===== config.mk =====
export PLATFORM = sky130hd
export DESIGN_NAME = pdn_sweep_seq
export DESIGN_NICKNAME = d
export VERILOG_FILES = /design/src/rtl/pdn_sweep_pkg.sv /design/src/rtl/osc_edge_sync.sv /design/src/rtl/sat_gate_counter.sv /design/src/rtl/restoring_div.sv /design/src/rtl/pdn_sweep_seq.sv
export SDC_FILE = /design/constraint.sdc
export NUM_CORES = 2
export LEC_CHECK = 0
export ABC_AREA = 1
export ABC_CLOCK_PERIOD_IN_PS = 11800
export BUFFER_PORTS_ARGS = -buffer_cell sky130_fd_sc_hd__buf_2
export CORE_MARGIN = 4
export CORE_UTILIZATION = 40
export CTS_CLUSTER_DIAMETER = 60
export DETAILED_ROUTE_END_ITERATION = 12
export PLACE_DENSITY_LB_ADDON = 0.08
export SETUP_SLACK_MARGIN = 0.5
export SYNTH_ARGS = -nofsm -noshare
export SYNTH_HDL_FRONTEND = slang
export SYNTH_SLANG_ARGS = --single-unit

===== constraint.sdc =====
create_clock -name clk -period 11.8 [get_ports clk]
set_clock_uncertainty 0.15 [all_clocks]
set_input_delay 0.59 -clock clk [delete_from_list [all_inputs] [get_ports clk]]
set_output_delay 0.59 -clock clk [all_outputs]
set_load 0.02 [all_outputs]

===== src/rtl/pdn_sweep_pkg.sv =====
package pdn_sweep_pkg;

    localparam int CNT_W   = 24;
    localparam int SCL_W   = 24;
    localparam int FRQ_W   = 16;
    localparam int MAX_PTS = 16;
    localparam int ADDR_W  = 6;
    localparam int DATA_W  = 32;
    localparam int PROD_W  = CNT_W + SCL_W;

    localparam logic [ADDR_W-1:0] A_CTRL  = 6'h00;
    localparam logic [ADDR_W-1:0] A_GATE  = 6'h01;
    localparam logic [ADDR_W-1:0] A_SCALE = 6'h02;
    localparam logic [1:0] BANK_CFG = 2'b00;
    localparam logic [1:0] BANK_FRQ = 2'b01;
    localparam logic [1:0] BANK_RES = 2'b10;

    typedef enum logic [2:0] {
        ST_IDLE, ST_BASE, ST_LOADED, ST_DIV, ST_SAVE, ST_STEP
    } seq_state_e;

    typedef struct packed {
        logic             err;
        logic             neg;
        logic [CNT_W-1:0] mag;
    } point_res_t;

    function automatic logic [CNT_W-1:0] clip_mag(input logic [PROD_W-1:0] q);
        if (|q[PROD_W-1:CNT_W]) return '1;
        return q[CNT_W-1:0];
    endfunction

endpackage


===== src/rtl/osc_edge_sync.sv =====
module osc_edge_sync (
    input  logic clk,
    input  logic rst,
    input  logic osc_async,
    output logic rise
);
    logic [2:0] sh;

    always_ff @(posedge clk) begin
        if (rst) sh <= '0;
        else     sh <= {sh[1:0], osc_async};
    end

    assign rise = sh[1] & ~sh[2];

    // a detected edge is a single-cycle pulse
    assert_rise_pulse_R3: assert property (@(posedge clk) disable iff (rst)
        rise |=> !rise);
endmodule


===== src/rtl/sat_gate_counter.sv =====
module sat_gate_counter #(
    parameter int W = 24
) (
    input  logic         clk,
    input  logic         rst,
    input  logic         clr,
    input  logic         en,
    input  logic         inc,
    output logic [W-1:0] cnt
);
    localparam logic [W-1:0] TOP = '1;

    always_ff @(posedge clk) begin
        if (rst || clr)                  cnt <= '0;
        else if (en && inc && cnt != TOP) cnt <= cnt + 1'b1;
    end

    assert_no_wrap_R3: assert property (@(posedge clk) disable iff (rst)
        (!clr && cnt == TOP) |=> cnt == TOP);
    assert_step_one_R3: assert property (@(posedge clk) disable iff (rst)
        !clr |=> (cnt == $past(cnt) || cnt == $past(cnt) + 1'b1));
    assert_gated_R3: assert property (@(posedge clk) disable iff (rst)
        (!clr && !en) |=> $stable(cnt));
endmodule


===== src/rtl/restoring_div.sv =====
module restoring_div #(
    parameter int NUM_W = 48,
    parameter int DEN_W = 24
) (
    input  logic             clk,
    input  logic             rst,
    input  logic             go,
    input  logic [NUM_W-1:0] num,
    input  logic [DEN_W-1:0] den,
    output logic             done,
    output logic [NUM_W-1:0] quo
);
    localparam int CW = $clog2(NUM_W + 1);

    logic [DEN_W-1:0] rem;
    logic [DEN_W-1:0] den_q;
    logic [CW-1:0]    left;
    logic [DEN_W:0]   rem_sh;
    logic [DEN_W:0]   trial;
    logic             busy;

    assign busy   = (left != '0);
    assign rem_sh = {rem, quo[NUM_W-1]};
    assign trial  = rem_sh - {1'b0, den_q};

    always_ff @(posedge clk) begin
        if (rst) begin
            rem   <= '0;
            quo   <= '0;
            den_q <= '0;
            left  <= '0;
            done  <= 1'b0;
        end else begin
            done <= 1'b0;
            if (go && !busy) begin
                rem   <= '0;
                quo   <= num;
                den_q <= den;
                left  <= CW'(NUM_W);
            end else if (busy) begin
                if (!trial[DEN_W]) begin
                    rem <= trial[DEN_W-1:0];
                    quo <= {quo[NUM_W-2:0], 1'b1};
                end else begin
                    rem <= rem_sh[DEN_W-1:0];
                    quo <= {quo[NUM_W-2:0], 1'b0};
                end
                left <= left - 1'b1;
                if (left == CW'(1)) done <= 1'b1;
            end
        end
    end

    assert_rem_below_den_R11: assert property (@(posedge clk) disable iff (rst)
        busy |-> rem < den_q);
    assert_den_nonzero_R6: assert property (@(posedge clk) disable iff (rst)
        (go && !busy) |-> den != '0);
    assert_done_pulse_R11: assert property (@(posedge clk) disable iff (rst)
        done |=> !done);
endmodule


===== src/rtl/pdn_sweep_seq.sv =====
module pdn_sweep_seq
    import pdn_sweep_pkg::*;
#(
    parameter int POINTS = MAX_PTS,
    parameter int IDX_W  = $clog2(MAX_PTS)
) (
    input  logic              clk,
    input  logic              rst,
    input  logic              osc_in,
    output logic              load_en,
    output logic [FRQ_W-1:0]  load_freq,
    input  logic              reg_we,
    input  logic [ADDR_W-1:0] reg_addr,
    input  logic [DATA_W-1:0] reg_wdata,
    output logic [DATA_W-1:0] reg_rdata,
    output logic              res_valid,
    output logic [IDX_W-1:0]  res_index,
    output logic [CNT_W-1:0]  res_mag,
    output logic              res_neg,
    output logic              res_err
);
    localparam int RES_W = $bits(point_res_t);

    seq_state_e       st;
    logic [CNT_W-1:0] gate_len;
    logic [CNT_W-1:0] win;
    logic [SCL_W-1:0] scale;
    logic [FRQ_W-1:0] frq_mem [POINTS];
    point_res_t       res_mem [POINTS];
    logic [IDX_W-1:0] idx;
    logic [IDX_W-1:0] last_idx;
    logic [IDX_W-1:0] ra;
    logic             done_f;
    logic             err_any;
    logic             launched;
    point_res_t       cur;

    logic             osc_rise;
    logic [CNT_W-1:0] cnt_nom;
    logic [CNT_W-1:0] cnt_mod;
    logic [CNT_W-1:0] diff_mag;
    logic [PROD_W-1:0] prod;
    logic [PROD_W-1:0] div_quo;
    logic             div_done;
    logic             div_go;
    logic             mod_lt;
    logic             running;
    logic             start_req;
    logic             win_end;
    logic             last_pt;
    logic             new_point;
    logic             unused_wbits;

    assign unused_wbits = ^reg_wdata[DATA_W-1:CNT_W];

    assign running   = (st != ST_IDLE);
    assign ra        = reg_addr[IDX_W-1:0];
    assign start_req = reg_we && (reg_addr == A_CTRL) && reg_wdata[0] && !running;
    assign win_end   = ({1'b0, win} + 1'b1) >= {1'b0, gate_len};
    assign last_pt   = (idx == last_idx);
    assign new_point = start_req || (st == ST_STEP && !last_pt);

    osc_edge_sync u_sync (
        .clk(clk), .rst(rst), .osc_async(osc_in), .rise(osc_rise)
    );

    sat_gate_counter #(.W(CNT_W)) u_cnt_nom (
        .clk(clk), .rst(rst), .clr(new_point), .en(st == ST_BASE),
        .inc(osc_rise), .cnt(cnt_nom)
    );

    sat_gate_counter #(.W(CNT_W)) u_cnt_mod (
        .clk(clk), .rst(rst), .clr(new_point), .en(st == ST_LOADED),
        .inc(osc_rise), .cnt(cnt_mod)
    );

    assign mod_lt   = (cnt_mod < cnt_nom);
    assign diff_mag = mod_lt ? (cnt_nom - cnt_mod) : (cnt_mod - cnt_nom);
    assign prod     = PROD_W'(diff_mag) * PROD_W'(scale);
    assign div_go   = (st == ST_DIV) && !launched && (cnt_nom != '0);

    restoring_div #(.NUM_W(PROD_W), .DEN_W(CNT_W)) u_div (
        .clk(clk), .rst(rst), .go(div_go), .num(prod), .den(cnt_nom),
        .done(div_done), .quo(div_quo)
    );

    // Sequencer
    always_ff @(posedge clk) begin
        if (rst) begin
            st       <= ST_IDLE;
            win      <= '0;
            idx      <= '0;
            last_idx <= '0;
            done_f   <= 1'b0;
            err_any  <= 1'b0;
            launched <= 1'b0;
            cur      <= '0;
        end else begin
            unique case (st)
                ST_IDLE: if (start_req) begin
                    st       <= ST_BASE;
                    win      <= '0;
                    idx      <= '0;
                    last_idx <= reg_wdata[4 +: IDX_W];
                    done_f   <= 1'b0;
                    err_any  <= 1'b0;
                end
                ST_BASE: begin
                    if (win_end) begin
                        st  <= ST_LOADED;
                        win <= '0;
                    end else win <= win + 1'b1;
                end
                ST_LOADED: begin
                    launched <= 1'b0;
                    if (win_end) begin
                        st  <= ST_DIV;
                        win <= '0;
                    end else win <= win + 1'b1;
                end
                ST_DIV: begin
                    if (cnt_nom == '0) begin
                        cur.err <= 1'b1;
                        cur.neg <= 1'b0;
                        cur.mag <= '0;
                        st      <= ST_SAVE;
                    end else begin
                        launched <= 1'b1;
                        if (div_done) begin
                            cur.err <= 1'b0;
                            cur.neg <= mod_lt;
                            cur.mag <= clip_mag(div_quo);
                            st      <= ST_SAVE;
                        end
                    end
                end
                ST_SAVE: begin
                    err_any <= err_any | cur.err;
                    st      <= ST_STEP;
                end
                ST_STEP: begin
                    if (last_pt) begin
                        st     <= ST_IDLE;
                        done_f <= 1'b1;
                    end else begin
                        idx <= idx + 1'b1;
                        win <= '0;
                        st  <= ST_BASE;
                    end
                end
                default: st <= ST_IDLE;
            endcase
        end
    end

    // Register storage: configuration only while idle, results from the sequencer
    always_ff @(posedge clk) begin
        if (rst) begin
            gate_len <= '0;
            scale    <= '0;
            for (int i = 0; i < POINTS; i++) begin
                frq_mem[i] <= '0;
                res_mem[i] <= '0;
            end
        end else begin
            if (reg_we && !running) begin
                if (reg_addr == A_GATE)  gate_len <= reg_wdata[CNT_W-1:0];
                if (reg_addr == A_SCALE) scale    <= reg_wdata[SCL_W-1:0];
                if (reg_addr[5:4] == BANK_FRQ) frq_mem[ra] <= reg_wdata[FRQ_W-1:0];
            end
            if (st == ST_SAVE) res_mem[idx] <= cur;
        end
    end

    always_comb begin
        reg_rdata = '0;
        unique case (reg_addr[5:4])
            BANK_CFG: begin
                if (reg_addr == A_CTRL) begin
                    reg_rdata[0]          = running;
                    reg_rdata[1]          = done_f;
                    reg_rdata[2]          = err_any;
                    reg_rdata[4 +: IDX_W] = last_idx;
                end else if (reg_addr == A_GATE) begin
                    reg_rdata[CNT_W-1:0] = gate_len;
                end else if (reg_addr == A_SCALE) begin
                    reg_rdata[SCL_W-1:0] = scale;
                end
            end
            BANK_FRQ: reg_rdata[FRQ_W-1:0] = frq_mem[ra];
            BANK_RES: reg_rdata[RES_W-1:0] = res_mem[ra];
            default:  reg_rdata = '0;
        endcase
    end

    assign load_en   = (st == ST_LOADED);
    assign load_freq = frq_mem[idx];
    assign res_valid = (st == ST_SAVE);
    assign res_index = idx;
    assign res_mag   = cur.mag;
    assign res_neg   = cur.neg;
    assign res_err   = cur.err;

    assert_load_fresh_R4: assert property (@(posedge clk) disable iff (rst)
        $rose(load_en) |-> cnt_mod == '0);
    assert_load_only_running_R4: assert property (@(posedge clk) disable iff (rst)
        load_en |-> !done_f);
    assert_valid_pulse_R7: assert property (@(posedge clk) disable iff (rst)
        res_valid |=> !res_valid);
    assert_done_not_busy_R7: assert property (@(posedge clk) disable iff (rst)
        done_f |-> !running);
    assert_err_clean_R6: assert property (@(posedge clk) disable iff (rst)
        (res_valid && res_err) |-> (res_mag == '0 && !res_neg));
    assert_ignore_busy_cfg_R10: assert property (@(posedge clk) disable iff (rst)
        (running && $past(running)) |-> ($stable(gate_len) && $stable(scale)));
endmodule


# == After elaboration in Yosys (flattened, before gate mapping) ==
# Memory sizes are Yosys's and may differ from the RTL's. A register that Yosys moved wholly into a read port is not among the register bits.
# Index checks and enable logic that the tools add are counted.
# classes
n_eq_ne,20
n_addsub,9
order_cmp,2
n_bitwise,4
muxes,63
n_reduce_logical,47
n_mul,1
# op_table
cell,n
two-way mux 24 bit,9
two-way mux 48 bit,2
two-way mux 26 bit,3
adder 24 x 1 -> 24 bit (second input constant),3
one-hot mux 24 bit (3 select lines),1
multiplier 24 x 24 -> 48 bit,1
inequality test 24 bit (second input constant),2
one-hot mux 16 bit (3 select lines),1
subtractor 24 bit,2
two-way mux 16 bit,2
two-way mux 4 bit,7
OR reduction 26 bit,1
adder 24 x 1 -> 25 bit (second input constant),1
greater-or-equal comparator 25 x 24 -> 1 bit,1
subtractor 25 x 24 -> 25 bit,1
zero test 24 bit,1
< comparator 24 bit,1
nonzero test 24 bit,1
OR reduction 24 bit,1
two-way mux 1 bit,23
two-way mux 3 bit,6
one-hot mux 3 bit (6 select lines),1
one-hot mux 8 bit (2 select lines),1
OR reduction 16 bit,1
other kinds (33),73
# totals
out_inout_bits,80
wordCells,169
ramBits,672
register_bits,266
in_bits,42
mem_count,2
# memory_table
memory,words,width,read_ports,rd_ports_with_merged_regs,wr,line_no,source
res_mem,16,26,1,0,16,pdn_sweep_seq.sv:29,point_res_t res_mem [POINTS];
frq_mem,16,16,2,1,16,pdn_sweep_seq.sv:28,logic [FRQ_W-1:0] frq_mem [POINTS];

# == Longest topological paths before layout ==
# logic_depth
depth_word,9
ltp_mapped,45
depth_no_buf,43

# == Cells and area by module ==
# Synthesis repeated with hierarchy kept, for this count alone.
# hier_totals
cells_unflattened,8371
area_unflattened_um2,69003.7
# modules_own_cells
module,cells_per_inst,area_per_inst_um2,instances,seq_area_each_um2
pdn_sweep_seq,6859,59553.4,1,22501.6
restoring_div,1033,6398.6,1,2062.0
sat_gate_counter at u_cnt_nom,241,1521.5,1,480.5
sat_gate_counter at u_cnt_mod,228,1443.9,1,480.5
osc_edge_sync,10,86.3,1,60.1

# == Least setup slack after synthesis ==
# Ideal clock, no wire load.
# synth_timing
path_type,reg-to-reg
start,reg u_cnt_mod.cnt[0]
end,reg u_div.quo[46]
arrival_time_ns,7.271
stages_incl_launch_ff,41
t_required_ns,11.518
slack_ns,4.247
n_path_buf,2
setup_ns,0.132
period_less_slack_ns,7.553
cell_sequence,dfxtp_1 inv_1 ha_1 inv_1 fa_1 inv_1 o21bai_2 a21o_1 nand3_2 nand3_4 inv_4 buf_6 nand2_1 nand2_1 buf_2 nor2_1 fa_1 fa_1 [5 not listed] fa_1 inv_1 fa_1 inv_1 fa_1 inv_1 ha_1 nand2_1 nor2_1 inv_1 nor2_1 nand2_1 nor2_1 nand2_1 nand4_1 nand3_1 nand2_1 a21oi_1
# synth_between
elab_chain_cells,4
word_cells_on_any_way,6
classes_between,2 x add/sub; 1 x mul; 1 x order compare; 2 x mux
# synth_rtl
item,line_no,source
start: declaration,sat_gate_counter.sv:9,output logic [W-1:0] cnt
start signal: assignment,sat_gate_counter.sv:15,else if (en && inc && cnt != TOP) cnt <= cnt + 1'b1;
subtractor 24 bit or < comparator 24 bit (tied branches),"pdn_sweep_seq.sv:78, pdn_sweep_seq.sv:77",
two-way mux 24 bit *,pdn_sweep_seq.sv:78,assign diff_mag = mod_lt ? (cnt_nom - cnt_mod) : (cnt_mod - cnt_nom);
multiplier 24 x 24 -> 48 bit *,pdn_sweep_seq.sv:79,assign prod = PROD_W'(diff_mag) * PROD_W'(scale);
two-way mux 48 bit *,restoring_div.sv:35,if (go && !busy) begin
end signal: assignment,restoring_div.sv:37,quo <= num;
end signal: assignment,restoring_div.sv:43,"quo <= {quo[NUM_W-2:0], 1'b1};"
end signal: assignment,restoring_div.sv:46,"quo <= {quo[NUM_W-2:0], 1'b0};"
end: declaration,restoring_div.sv:11,output logic [NUM_W-1:0] quo
# Mark *: on every way between the ends. The rest lies on a longest branch, timed or not.
# A chain may end at the register's enable or synchronous reset.

# == Worst setup path after layout ==
# layout_timing
start,reg u_cnt_nom.cnt[2]
end,reg u_div.quo[46]
# layout_between
elab_chain_cells,4
word_cells_on_any_way,10
classes_between,2 x add/sub; 1 x mul; 1 x order compare; 2 x mux; 4 x reduce/logical
# layout_rtl
item,line_no
start: declaration,sat_gate_counter.sv:9
start signal: assignment,sat_gate_counter.sv:15
subtractor 24 bit (tied with other cells),pdn_sweep_seq.sv:78
two-way mux 24 bit or logical AND 1 bit (tied branches),"pdn_sweep_seq.sv:78, pdn_sweep_seq.sv:80"
multiplier 24 x 24 -> 48 bit or logical AND 1 bit (tied branches),"pdn_sweep_seq.sv:79, restoring_div.sv:35"
two-way mux 48 bit or nonzero test 2 bit (tied branches),--
# Several ways; a longest one is shown, not always the timed one.

==> impl_metrics.yaml <==
run_status:
  status: "complete, no violations"
flow_run:
  maxCapViolCount: 0
drt:
  ant_nets: 0
  met3_length_um: 13500
  num_vias: 56227
  top_layer: "met5"
  wl_met2_um: 118000
  routedWlPerCell_um: 23.2
  first_pass_iters: 6
  wl_met1_um: 98800
  drt-initial-drc-count: 4797
  finalWirelength_um: 241000
  via_per_inst: 5.41
  drc_errors: 0
grt:
  grt_max_degree: 105
  antenna_found_initial: 4
  grt_pass1_vias: 55936
  overflow: 0
  grtUsageTotal: 0.267
  grt_pass1_wl_um: 359000
synthesis:
  async_flop_share: 0
  ys_top_cells_by_area: "edfxtp_1, fa_1, nand2_1"
  synth_warnings: 0
  synth.yosys.seq_area_share: 0.375
  synth_commonest_cells: "nand2_1, nor2_1, inv_1"
  yosys.area.top_type: "edfxtp_1"
  avgSynthCellArea_um2: 8.32
  synth_seq_cells: 942
  synth_flop_cell: "edfxtp_1"
  netlist_area_mm2: 0.0682
  synth-edff-count: 672
  synth_top_area_share: 0.296
  synth_cell_types: 61
  synth.most_common_cell: "nand2_1"
  synthCells: 8199
timing:
  worstMarginPinSlew_ps: 1170
  finalCritPeriodShare: 0.829
  tns_ps: 0
  max_freq_mhz: 102
  setup_viol: 0
  rsz0062_at_grt: "false"
  finalCriticalPeriod_ps: 9780
  hold_violations: 0
  max-slew-margin-rel: 0.217
  slew_violations: 0
placed_design:
  hpwl_um: 170000
  gp_congestion: 0.916
  port_buffers: 107
  placement.cell_area_mm2: 0.0704
pwr:
  p_total_w: 0.00921
  leakagePower_nw: 30.7
  power_density_mw_per_mm2: 125
  vdd_drop_max_v: 0.000124
floorplanning:
  initial_utilization: 0.403
  core_mm2: 0.169
  die_area_mm2: 0.177
  io_pins: 122
  num_rows: 151
  die_h_um: 421
  die_w_um: 421
worst_setup_path:
  cp_max_fo: 24
  critical_path_class: "flip-flop to flip-flop"
  max_stage_delay_ps: 590
  cp_data_arrival_time_ps: 10240
  cpMaxStageDelayCell: "fa_1"
  worst_setup_path_start_kind: "flip-flop"
  cp_common_cell: "nand2_1"
  crit_required_ps: 12270
  cp-end-kind: "flip-flop"
cts:
  root_buffer: "clkbuf_16"
  cts_buffer_depth: 3
  clk_pin_slew_worst_paths_ps: 60
  clk_latency_ps: 750
  cts-resized-gates: 0
  cts_tree: "yes"
  htreeDepth: 3
  cts_setup_buffers: 0
  cts.sinks: 942
  cts_made_buffers: 109
cells_and_area:
  area_delta_synth_final_pct: 8.35
  fin_util: 0.436
  fin_area_mm2: 0.0739
  nNetsFinal: 8890
  drive_gt1_frac: 0.0607
min_path:
  hp-class: "input pin to flip-flop"
[where the power goes]
part | internal, W | switching (W) | total (W)
Clock | 0.00189 | 0.00146 | 0.00335
Combinational | 0.000541 | 0.00151 | 0.00205
Sequential | 0.00371 | 0.0000999 | 0.00381
Total | 0.00614 | 0.00307 | 0.00921
[kinds of logic after synthesis]
logic type	count (synthesis)	synth area share
other cells	1	0.0000550
buf+inv	1626	0.0940
mux	60	0.00880
fa+ha+maj	764	0.193
xor+xnor	124	0.0159
flops	942	0.375
compound gates	1215	0.105
simple gates	3467	0.208
[path summary, 6_finish.rpt]
kind | start | to | slack [ps] | cells past startpoint
max | u_cnt_nom.cnt[2] | u_div.quo[46] | 2020 | 36
min | rst | u_sync.sh[0] | 130 | 2
max reg2reg | u_cnt_nom.cnt[2] | u_div.quo[46] | 2020 | 36
min reg2reg | u_sync.sh[0] | u_sync.sh[1] | 250 | 2
[through the flow]
step	cells	worst slack, ps	hold WS (ps)
after detailed placement	10182	2050	246
after global routing	10391	1380	102
after CTS	10390	2000	60.3
after floorplan	8204	4250	238
after global placement	10182	2060	244
final	10391	2020	126
[repair_timing]
item / CTS / global route
setup endpoints to repair: 0 / 0
hold buffers: 9 / 0
endpoints found under the hold margin: 16 / 0
[critical path: cells and delay by family (launching register included)]
family / cells / cell delay [ps]
AO/OA/AOI/OAI: 3 / 570
adder cells (fa/ha/maj): 9 / 4660
AND/OR/NAND/NOR: 15 / 2390
flip-flops: 1 / 410
buffers and inverters: 9 / 1400
[metal layers]
layer  up-vias  GRT usage
met1     27715      0.340
met4         2      0.113
li1      26268          -
met5         -          0
met3       406     0.0305
met2      1836      0.461
[cell type report]
cell class / instances / area [µm²]
well taps: 2218 / 2780
inverters: 1181 / 4440
multi-input cells: 5636 / 36300
diodes: 1 / 2.50
clock inverters: 54 / 569
fillers: 17059 / 95500
repair buffers: 214 / 1380
clock buffers: 145 / 2900
flip-flops and latches: 942 / 25600
[registers in the layout, summed over array words and instances, names as in the netlist, 6 cells and up, named ones only]
signal,count
u_div.den_q,24
res_mag,24
frq_mem,256
u_cnt_mod.cnt,24
u_div.left,6
u_cnt_nom.cnt,24
u_div.rem,24
win,24
scale,24
gate_len,24
u_div.quo,48
res_mem,416
[cell usage in the layout (no fill, tap or decap), types with 11 or more instances in the layout]
master / count
nor2_2: 20
clkbuf_1: 32
o211ai_1: 89
nand2_2: 39
inv_1: 1118
dfxtp_1: 268
nand2_1: 1545
edfxtp_1: 672
fa_1: 485
nand4_1: 84
a22oi_1: 157
clkbuf_16: 110
o21ai_0: 399
nand3_1: 388
buf_4: 100
inv_2: 36
ha_1: 279
nor3_1: 65
nor4_1: 14
o21bai_1: 22
o21ai_1: 25
clkinv_1: 39
buf_2: 104
a31oi_1: 48
xnor2_1: 31
o22ai_1: 13
or2_2: 15
xor2_1: 93
o221ai_1: 33
a21oi_1: 373
nor2_1: 1257
mux2i_1: 60
a22o_1: 11
clkinv_2: 16
No activity file was read; power rests on OpenSTA's default activity.
